**config.mk**
```make
export PLATFORM = sky130hd
export DESIGN_NAME = tbd_timebase
export DESIGN_NICKNAME = d
export VERILOG_FILES = /design/src/rtl/tbd_pkg.sv /design/src/rtl/tbd_position.sv /design/src/rtl/tbd_prescaler.sv /design/src/rtl/tbd_wavegen.sv /design/src/rtl/tbd_timebase.sv
export SDC_FILE = /design/constraint.sdc
export NUM_CORES = 1
export LEC_CHECK = 0
export ABC_AREA = 1
export BUFFER_PORTS_ARGS = -buffer_cell sky130_fd_sc_hd__buf_2
export CORE_ASPECT_RATIO = 1.4
export CORE_MARGIN = 2
export CORE_UTILIZATION = 45
export DETAILED_ROUTE_END_ITERATION = 8
export GPL_ROUTABILITY_DRIVEN = 0
export PLACE_DENSITY_LB_ADDON = 0.15
export RECOVER_POWER = 100
export SYNTH_ARGS = -nofsm -noshare
export SYNTH_HDL_FRONTEND = slang
export SYNTH_SLANG_ARGS = --single-unit
```
**constraint.sdc**
```tcl
create_clock -name clk -period 4.65 [get_ports clk]
set_input_delay 0.93 -clock clk [delete_from_list [all_inputs] [get_ports clk]]
set_output_delay 0.93 -clock clk [all_outputs]
set_load 0.1 [all_outputs]
```
**src/rtl/tbd_pkg.sv**
```systemverilog
package tbd_pkg;
   typedef struct packed {
      logic       pin_level;
      logic       wave_en;
      logic       sign_fast;
      logic [4:0] mag;
   } ctrl_t;

   typedef enum logic [1:0] {
      CORR_NONE  = 2'd0,
      CORR_SHORT = 2'd1,
      CORR_LONG  = 2'd2
   } corr_e;
endpackage

```
**src/rtl/tbd_position.sv**
```systemverilog
module tbd_position
   import tbd_pkg::*;
#(
   parameter int SEC_PER_MIN = 60,
   localparam int SW = $clog2(SEC_PER_MIN)
) (
   input  logic          clk,
   input  logic          rst_n,
   input  logic          wrap,
   input  ctrl_t         ctrl,
   output logic [SW-1:0] sec_cnt,
   output logic [5:0]    min_cnt,
   output corr_e         corr
);
   localparam logic [SW-1:0] SEC_LAST = SW'(SEC_PER_MIN - 1);

   always_ff @(posedge clk or negedge rst_n) begin
      if (!rst_n) begin
         sec_cnt <= '0;
         min_cnt <= '0;
      end else if (wrap) begin
         if (sec_cnt == SEC_LAST) begin
            sec_cnt <= '0;
            min_cnt <= min_cnt + 6'd1;
         end else begin
            sec_cnt <= sec_cnt + SW'(1);
         end
      end
   end

   logic in_span;
   assign in_span = (ctrl.mag != 5'd0) && (min_cnt < {ctrl.mag, 1'b0}) && (sec_cnt == '0);

   always_comb begin
      corr = CORR_NONE;
      if (in_span) corr = ctrl.sign_fast ? CORR_SHORT : CORR_LONG;
   end
endmodule

```
**src/rtl/tbd_prescaler.sv**
```systemverilog
module tbd_prescaler
   import tbd_pkg::*;
#(
   parameter int OSC_HZ    = 32768,
   parameter int CORR_STEP = 256,
   localparam int CW = $clog2(OSC_HZ + CORR_STEP / 2 + 1)
) (
   input  logic          clk,
   input  logic          rst_n,
   input  logic          adv,
   input  corr_e         corr,
   output logic          wrap,
   output logic          tick,
   output logic [CW-1:0] cnt
);
   localparam logic [CW-1:0] LIM_NOM   = CW'(OSC_HZ - 1);
   localparam logic [CW-1:0] LIM_SHORT = CW'(OSC_HZ - 1 - CORR_STEP);
   localparam logic [CW-1:0] LIM_LONG  = CW'(OSC_HZ - 1 + CORR_STEP / 2);

   logic [CW-1:0] limit;
   always_comb begin
      unique case (corr)
         CORR_SHORT: limit = LIM_SHORT;
         CORR_LONG:  limit = LIM_LONG;
         default:    limit = LIM_NOM;
      endcase
   end

   assign wrap = adv && (cnt >= limit);

   always_ff @(posedge clk or negedge rst_n) begin
      if (!rst_n) begin
         cnt  <= '0;
         tick <= 1'b0;
      end else begin
         tick <= wrap;
         if (wrap)     cnt <= '0;
         else if (adv) cnt <= cnt + CW'(1);
      end
   end
endmodule

```
**src/rtl/tbd_wavegen.sv**
```systemverilog
module tbd_wavegen #(
   parameter int FT_HALF = 32
) (
   input  logic clk,
   input  logic rst_n,
   input  logic adv,
   output logic phase
);
   generate
      if (FT_HALF == 1) begin : g_direct
         always_ff @(posedge clk or negedge rst_n) begin
            if (!rst_n)   phase <= 1'b0;
            else if (adv) phase <= ~phase;
         end
      end else begin : g_count
         localparam int FW = $clog2(FT_HALF);
         localparam logic [FW-1:0] HLAST = FW'(FT_HALF - 1);
         logic [FW-1:0] hcnt;
         always_ff @(posedge clk or negedge rst_n) begin
            if (!rst_n) begin
               hcnt  <= '0;
               phase <= 1'b0;
            end else if (adv) begin
               if (hcnt == HLAST) begin
                  hcnt  <= '0;
                  phase <= ~phase;
               end else begin
                  hcnt <= hcnt + FW'(1);
               end
            end
         end
      end
   endgenerate
endmodule

```
**src/rtl/tbd_timebase.sv**
```systemverilog
module tbd_timebase
   import tbd_pkg::*;
#(
   parameter int OSC_HZ      = 32768,
   parameter int CORR_STEP   = 256,
   parameter int SEC_PER_MIN = 60,
   parameter int FT_HALF     = 32
) (
   input  logic       clk,
   input  logic       rst_n,
   input  logic       osc_en,
   input  logic       stop,
   input  logic [7:0] ctrl_byte,
   output logic       sec_tick,
   output logic       pin_pull_low
);
   localparam int CW = $clog2(OSC_HZ + CORR_STEP / 2 + 1);
   localparam int SW = $clog2(SEC_PER_MIN);

   generate
      if (CORR_STEP < 2 || (CORR_STEP % 2) != 0) begin : g_bad_step
         $error("CORR_STEP must be even and at least 2");
      end
      if (OSC_HZ <= CORR_STEP) begin : g_bad_rate
         $error("OSC_HZ must exceed CORR_STEP");
      end
      if (SEC_PER_MIN < 2) begin : g_bad_spm
         $error("SEC_PER_MIN must be at least 2");
      end
      if (FT_HALF < 1) begin : g_bad_half
         $error("FT_HALF must be at least 1");
      end
   endgenerate

   ctrl_t         ctrl;
   logic          adv, wrap, phase;
   corr_e         corr;
   logic [CW-1:0] cyc_cnt;
   logic [SW-1:0] sec_cnt;
   logic [5:0]    min_cnt;

   assign ctrl = ctrl_t'(ctrl_byte);
   assign adv  = osc_en && !stop;

   tbd_position #(.SEC_PER_MIN(SEC_PER_MIN)) pos_i (
      .clk(clk), .rst_n(rst_n), .wrap(wrap), .ctrl(ctrl),
      .sec_cnt(sec_cnt), .min_cnt(min_cnt), .corr(corr)
   );

   tbd_prescaler #(.OSC_HZ(OSC_HZ), .CORR_STEP(CORR_STEP)) pre_i (
      .clk(clk), .rst_n(rst_n), .adv(adv), .corr(corr),
      .wrap(wrap), .tick(sec_tick), .cnt(cyc_cnt)
   );

   tbd_wavegen #(.FT_HALF(FT_HALF)) wav_i (
      .clk(clk), .rst_n(rst_n), .adv(adv), .phase(phase)
   );

   assign pin_pull_low = ctrl.wave_en ? phase : ~ctrl.pin_level;
endmodule

```
Word level (Yosys, flattened, before mapping)
Index checks and enable logic that the tools add are counted.
{ "op_classes": {"add_sub_neg": 4, "n_bitwise": 2, "eq_ne": 4, "magnitude_cmp": 2, "muxes": 8, "n_reduce_logical": 10} }
{ "op_table": {"columns": ["operator", "n"], "rows": [
  ["2-to-1 mux 16 bit", 2],
  ["one-hot mux 16 bit (2 select lines)", 1],
  ["adder 16 x 1 -> 16 bit, second input constant", 1],
  ["greater-or-equal comparator 16 bit", 1],
  ["adder 6 x 1 -> 6 bit, second input constant", 2],
  ["equality test 6 bit, second input constant", 1],
  ["logical NOT 6 bit", 1],
  ["< comparator 6 bit", 1],
  ["2-to-1 mux 6 bit", 1],
  ["adder 5 x 1 -> 5 bit, second input constant", 1],
  ["equality test 5 bit, second input constant", 1],
  ["2-to-1 mux 5 bit", 1],
  ["nonzero test 5 bit", 1],
  ["logical AND 1 bit", 4],
  ["2-to-1 mux 2 bit", 2],
  ["AND reduction 2 bit", 2],
  ["equality test 2 x 1 -> 1 bit, second input constant", 1],
  ["equality test 2 bit, second input constant", 1],
  ["inverter 1 bit", 2],
  ["nonzero test 2 bit", 1],
  ["logical NOT 1 bit", 1],
  ["2-to-1 mux 1 bit", 1]
]} }
{ "totals": {"word_cells": 36, "inputBits": 12, "reg_bits": 35} }

Logic depth before layout (Yosys ltp)
{ "logic_depth": {"word_depth": 9, "ltp_mapped": 19, "ltp_nobuf": 19} }

Hierarchy
From an unflattened synthesis, not the netlist that was laid out.
{ "hier_totals": {"cells_unflattened": 293, "hier_area_um2": 2306.0} }
{ "by_module_without_submodules": {"columns": ["mod", "cells_per_inst", "instances", "area_per_inst_um2"], "rows": [
  ["tbd_prescaler", 153, 1, 1156.1],
  ["tbd_position", 108, 1, 849.6],
  ["tbd_wavegen", 28, 1, 284.0],
  ["tbd_timebase", 4, 1, 16.3]
]} }

Worst setup path after synthesis
OpenSTA, ideal clock, no wires.
{ "synth_timing": {"kind": "input -> output", "startpoint": "in ctrl_byte[7]", "endpoint": "out pin_pull_low", "t_arrival_ns": 3.043, "cell_stages": 1, "n_path_buf": 0, "required_time_ns": 3.720, "path_slack_ns": 0.677, "path_cell_list": "o21ai_0"} }
{ "synth_via": {"elab_chain_cells": 2} }
{ "synth_lines": {"columns": ["item", "line", "source"], "rows": [
  ["start, declared", "tbd_timebase.sv:13", "input logic [7:0] ctrl_byte,"],
  ["inverter 1 bit", "tbd_timebase.sv:59", "assign pin_pull_low = ctrl.wave_en ? phase : ~ctrl.pin_level;"],
  ["2-to-1 mux 1 bit", "tbd_timebase.sv:59", null],
  ["end, declared", "tbd_timebase.sv:15", "output logic pin_pull_low"]
]} }
No other way between the ends.

Worst setup path after layout
{ "layout_timing": {"startpoint": "in ctrl_byte[4]", "endpoint": "reg pos_i.sec_cnt[1]"} }
{ "layout_via": {"elab_chain_cells": 8, "word_cells_on_any_way": 10} }
{ "layout_lines": {"columns": ["item", "line", "source"], "rows": [
  ["< comparator 6 bit / nonzero test 5 bit (equally long branches)", "tbd_position.sv:32", "assign in_span = (ctrl.mag != 5'd0) && (min_cnt < {ctrl.mag, 1'b0}) && (sec_cnt == '0);"],
  ["logical AND 1 bit (*) (2 in series)", "tbd_position.sv:32", null],
  ["2-to-1 mux 2 bit (*)", "tbd_position.sv:36", "if (in_span) corr = ctrl.sign_fast ? CORR_SHORT : CORR_LONG;"],
  ["equality test 2 bit / equality test 2 x 1 -> 1 bit (equally long branches)", "tbd_prescaler.sv:22", "unique case (corr)"],
  ["one-hot mux 16 bit (2 select lines) (*)", "tbd_prescaler.sv:22", null],
  ["greater-or-equal comparator 16 bit (*)", "tbd_prescaler.sv:29", "assign wrap = adv && (cnt >= limit);"],
  ["logical AND 1 bit (*)", "tbd_prescaler.sv:29", null],
  ["via pos_i.wrap", "tbd_position.sv:9", "input logic wrap,"],
  ["end signal, assigned", "tbd_position.sv:26", "sec_cnt <= sec_cnt + SW'(1);"],
  ["end, declared", "tbd_position.sv:11", "output logic [SW-1:0] sec_cnt,"]
]} }
The timed path passes the listed nets; every way through them passes the cells marked *.
A chain may end at the register's enable or synchronous reset.

==> impl_results.md <==
- Post-Route WL: 4.71 mm
- First-pass DRT Iterations: 7
- Clock Path Buffers: 2
- Inserted Clock Buffers: 5
- Drt first-iter violations: 89
- VDD IR max: 0.000246 V
- CTS Root Cell: clkbuf_8
- Total GRT Usage: 17.6%
- Crit-path max FO: 15
- Final Net Count: 374
- Mean Syn Cell Area: 7.27 sq um
- Setup TNS Final: 0 ns
- First-pass GRT wire length: 8.24 mm
- Status: finished, violations left
- DIE HEIGHT: 89.9 um
- Cell mode on critical path: nand2_1
- Post-synthesis cell area: 2370 sq um
- DIE WIDTH: 65.3 um
- IO Pins: 14
- Sequential area share after synthesis: 37.0%
- Final Hold Violating Endpoints: 0
- CP Launch Type: input pin
- Met1 WL: 2.13 mm
- Final clock skew: 0.00880 ns
- Slew headroom: -25.6%
- Clk pin slew, worst setup/hold paths: 0.08 ns
- Comb pwr share: 28.1%
- Htree depth: 2
- Net Sw Frac: 35.2%
- Largest net degree at the start of global routing: 36
- Worst-margin pin slew: 1.88 ns
- Gate Count Post-Synth: 326
- Post-synthesis cell type count: 28
- Worst-path cell chain: buf_2 -> inv_1 -> ha_1 -> nand2_1 -> nor2_1 -> o21ai_0 -> o211a_1 -> nand4_1 -> inv_1 -> ha_1 -> a21oi_1 -> nor2_1 -> nor2_1 -> nand3_1 -> nand2_1 -> inv_1 -> nand2_1 -> nand2_1
- Synthesized Nets: 357
- Peak Freq: 0.278 GHz
- Critical Path Sink Type: flip-flop
- Slowest stage delay, CP: 0.44 ns
- Final period utilization: 77.3%
- Critical path data arrival time: 3.77 ns
- Post-CTS resize count: 0
- Final setup fails: 0
- Hpwl dp: 3.54 mm
- Flops & latches, synth: 35
- Row count: 31
- Synth warn: 0
- Post-synth top area cell: dfrtp_1
- DRC: 0
- Total clock sinks: 35
- RSZ-0062 raised after global routing: no
- Fin crit period: 3.59 ns
- Total power draw: 0.00110 W
- Share of the synthesized area in the top cell type: 37.0%
- Initial Util: 46.3%
- Setup CP Type: input pin to flip-flop
- Core area: 5120 sq um
- Initial antenna violation count: 0
- Max_cap viols: 1
- Routed wl met2: 2.45 mm
- Switching Power: 0.000386 W
- Met3 routed WL: 84 um
- Filler Cell Count: 543
- Hold buffer count at CTS: 0
- Die ar.: 5870 sq um
- Antenna Cells: 0
- Avg WL per Cell: 11.5 um
- Via density: 5.00
- WP data required: 4.83 ns
- Synth top area cells: dfrtp_1, nand2_1, ha_1, inv_1, nor2_1
- Cell-internal power: 0.000710 W
- Max Slew Vio Count: 36
- PD cells: 423 nW/um^2
- Top sig layer: met4
- Vias in the first global route: 1939
- CP max stage cell: nand2_1
- Sequential Power Share: 42.0%
- Port Buffers: 13
- Overflow after GRT: 0
- Layout cells sized above 1: 6.98%
- Post-CTS setup buffers: 0
- Clk pwr share: 29.9%
- Class of the worst hold path: flip-flop to flip-flop
- Detailed-route via count: 2052
- Register area: 876 sq um
- CTS tree: built
- Violated checks: capacitance limit, slew limit
- Area occupied by multi-input gates: 1270 sq um
- Clk_lat worst skew: 0.29 ns
- Leak: 1.41 nW
- DRT antenna net count: 0
- Area Growth Syn to Fin: 9.35%
- Kind of cell adding the most delay to the critical path: simple AND/OR/NAND/NOR gates
- CP bufs+invs: 4
-- synthesized netlist by cell type --
cell type	number
a21o_1	3
a21oi_1	5
a31oi_1	1
buf_2	2
buf_6	1
clkbuf_1	1
dfrtp_1	35
ha_1	19
inv_1	41
inv_2	2
nand2_1	104
nand2_2	1
nand2_4	1
nand3_1	21
nand3_4	1
nand3b_1	4
nand4_1	13
nor2_1	38
nor2_2	4
nor3_1	4
o211a_1	1
o21a_1	1
o21ai_0	7
o21ai_2	5
o21bai_1	3
o22ai_1	1
xnor2_1	3
xor2_1	4
-- power by group through the flow --
stage	combinational, W	sequential (W)	clock [W]
floorplan	0.000254	0.000444	0
global placement	0.000310	0.000464	0
detailed placement	0.000320	0.000465	0
CTS	0.000321	0.000460	0.000338
global route	0.000365	0.000473	0.000352
finish	0.000307	0.000461	0.000327
-- final cells by class --
class	count	area share [%]
clock inverters	3	2.61
multi-input cells	244	48.9
clock buffers	5	2.66
flip-flops and latches	35	33.8
inverters	43	6.23
well taps	66	3.19
repair buffers	14	2.66
-- cell usage in the layout, fill, tap and decap left out --
cell type,instances
nand2_1,105
inv_1,42
nor2_1,39
dfrtp_1,35
nand3_1,22
ha_1,19
nand4_1,13
o21ai_0,12
buf_2,10
a21oi_1,5
clkbuf_8,5
nor3_1,4
xor2_1,4
nand3b_1,4
nor2_2,3
a21o_1,3
xnor2_1,3
o21bai_1,3
clkbuf_1,3
bufinv_16,2
o211a_1,1
nand2_2,1
inv_2,1
a31oi_1,1
o22ai_1,1
o21a_1,1
clkinvlp_4,1
buf_4,1
-- registers in the layout, summed over array words and instances (netlist names) --
name / cells
pos_i.sec_cnt: 6
pre_i.cnt: 16
wav_i.g_count.hcnt: 5
pos_i.min_cnt: 6
wav_i.phase: 1
pre_i.tick: 1
-- path summary, 6_finish.rpt --
path                                        from               endpoint  slack [ns]  depth (start not counted)
worst max-delay path                ctrl_byte[4]       pos_i.sec_cnt[1]        1.06                         18
worst min-delay path                 wav_i.phase            wav_i.phase        0.47                          1
worst max register to register  pos_i.min_cnt[5]       pos_i.sec_cnt[1]        1.39                         16
worst min register to register       wav_i.phase            wav_i.phase        0.47                          1
max in group asynchronous                  rst_n           pre_i.cnt[5]        2.41                          1
min in group asynchronous                  rst_n  wav_i.g_count.hcnt[3]        1.15                          1
-- stage by stage --
step,instances,hold WS [ns],area [sq um],utilization [%],setup slack [ns]
5_1_grt,410,0.512,2590,50.6,0.736
4_1_cts,410,0.473,2640,51.5,1.46
2_1_floorplan,326,0.441,2370,-,0.677
6_report,410,0.471,2590,50.6,1.06
3_3_place_gp,402,0.457,2500,48.8,1.32
3_5_place_dp,402,0.457,2500,48.8,1.16
-- per-layer routing --
metal  global-route usage [%]  up-vias
met5                        0        -
met4                     4.86        0
met3                     3.38        2
met2                     31.4        9
met1                     21.0      965
li1                         -     1076
-- kinds of logic (layout without fill, tap and decap cells) --
logic type	Yosys count	in the layout	synth area share, %
and+or+nand+nor	191	191	35.0
buffers and inverters	47	65	7.87
DFF	35	35	37.0
AOI/OAI and AO/OA	27	27	7.55
adders and majority gates	19	19	10.0
xor gates and xnor gates	7	7	2.59
(Power assumes the default switching activity.)
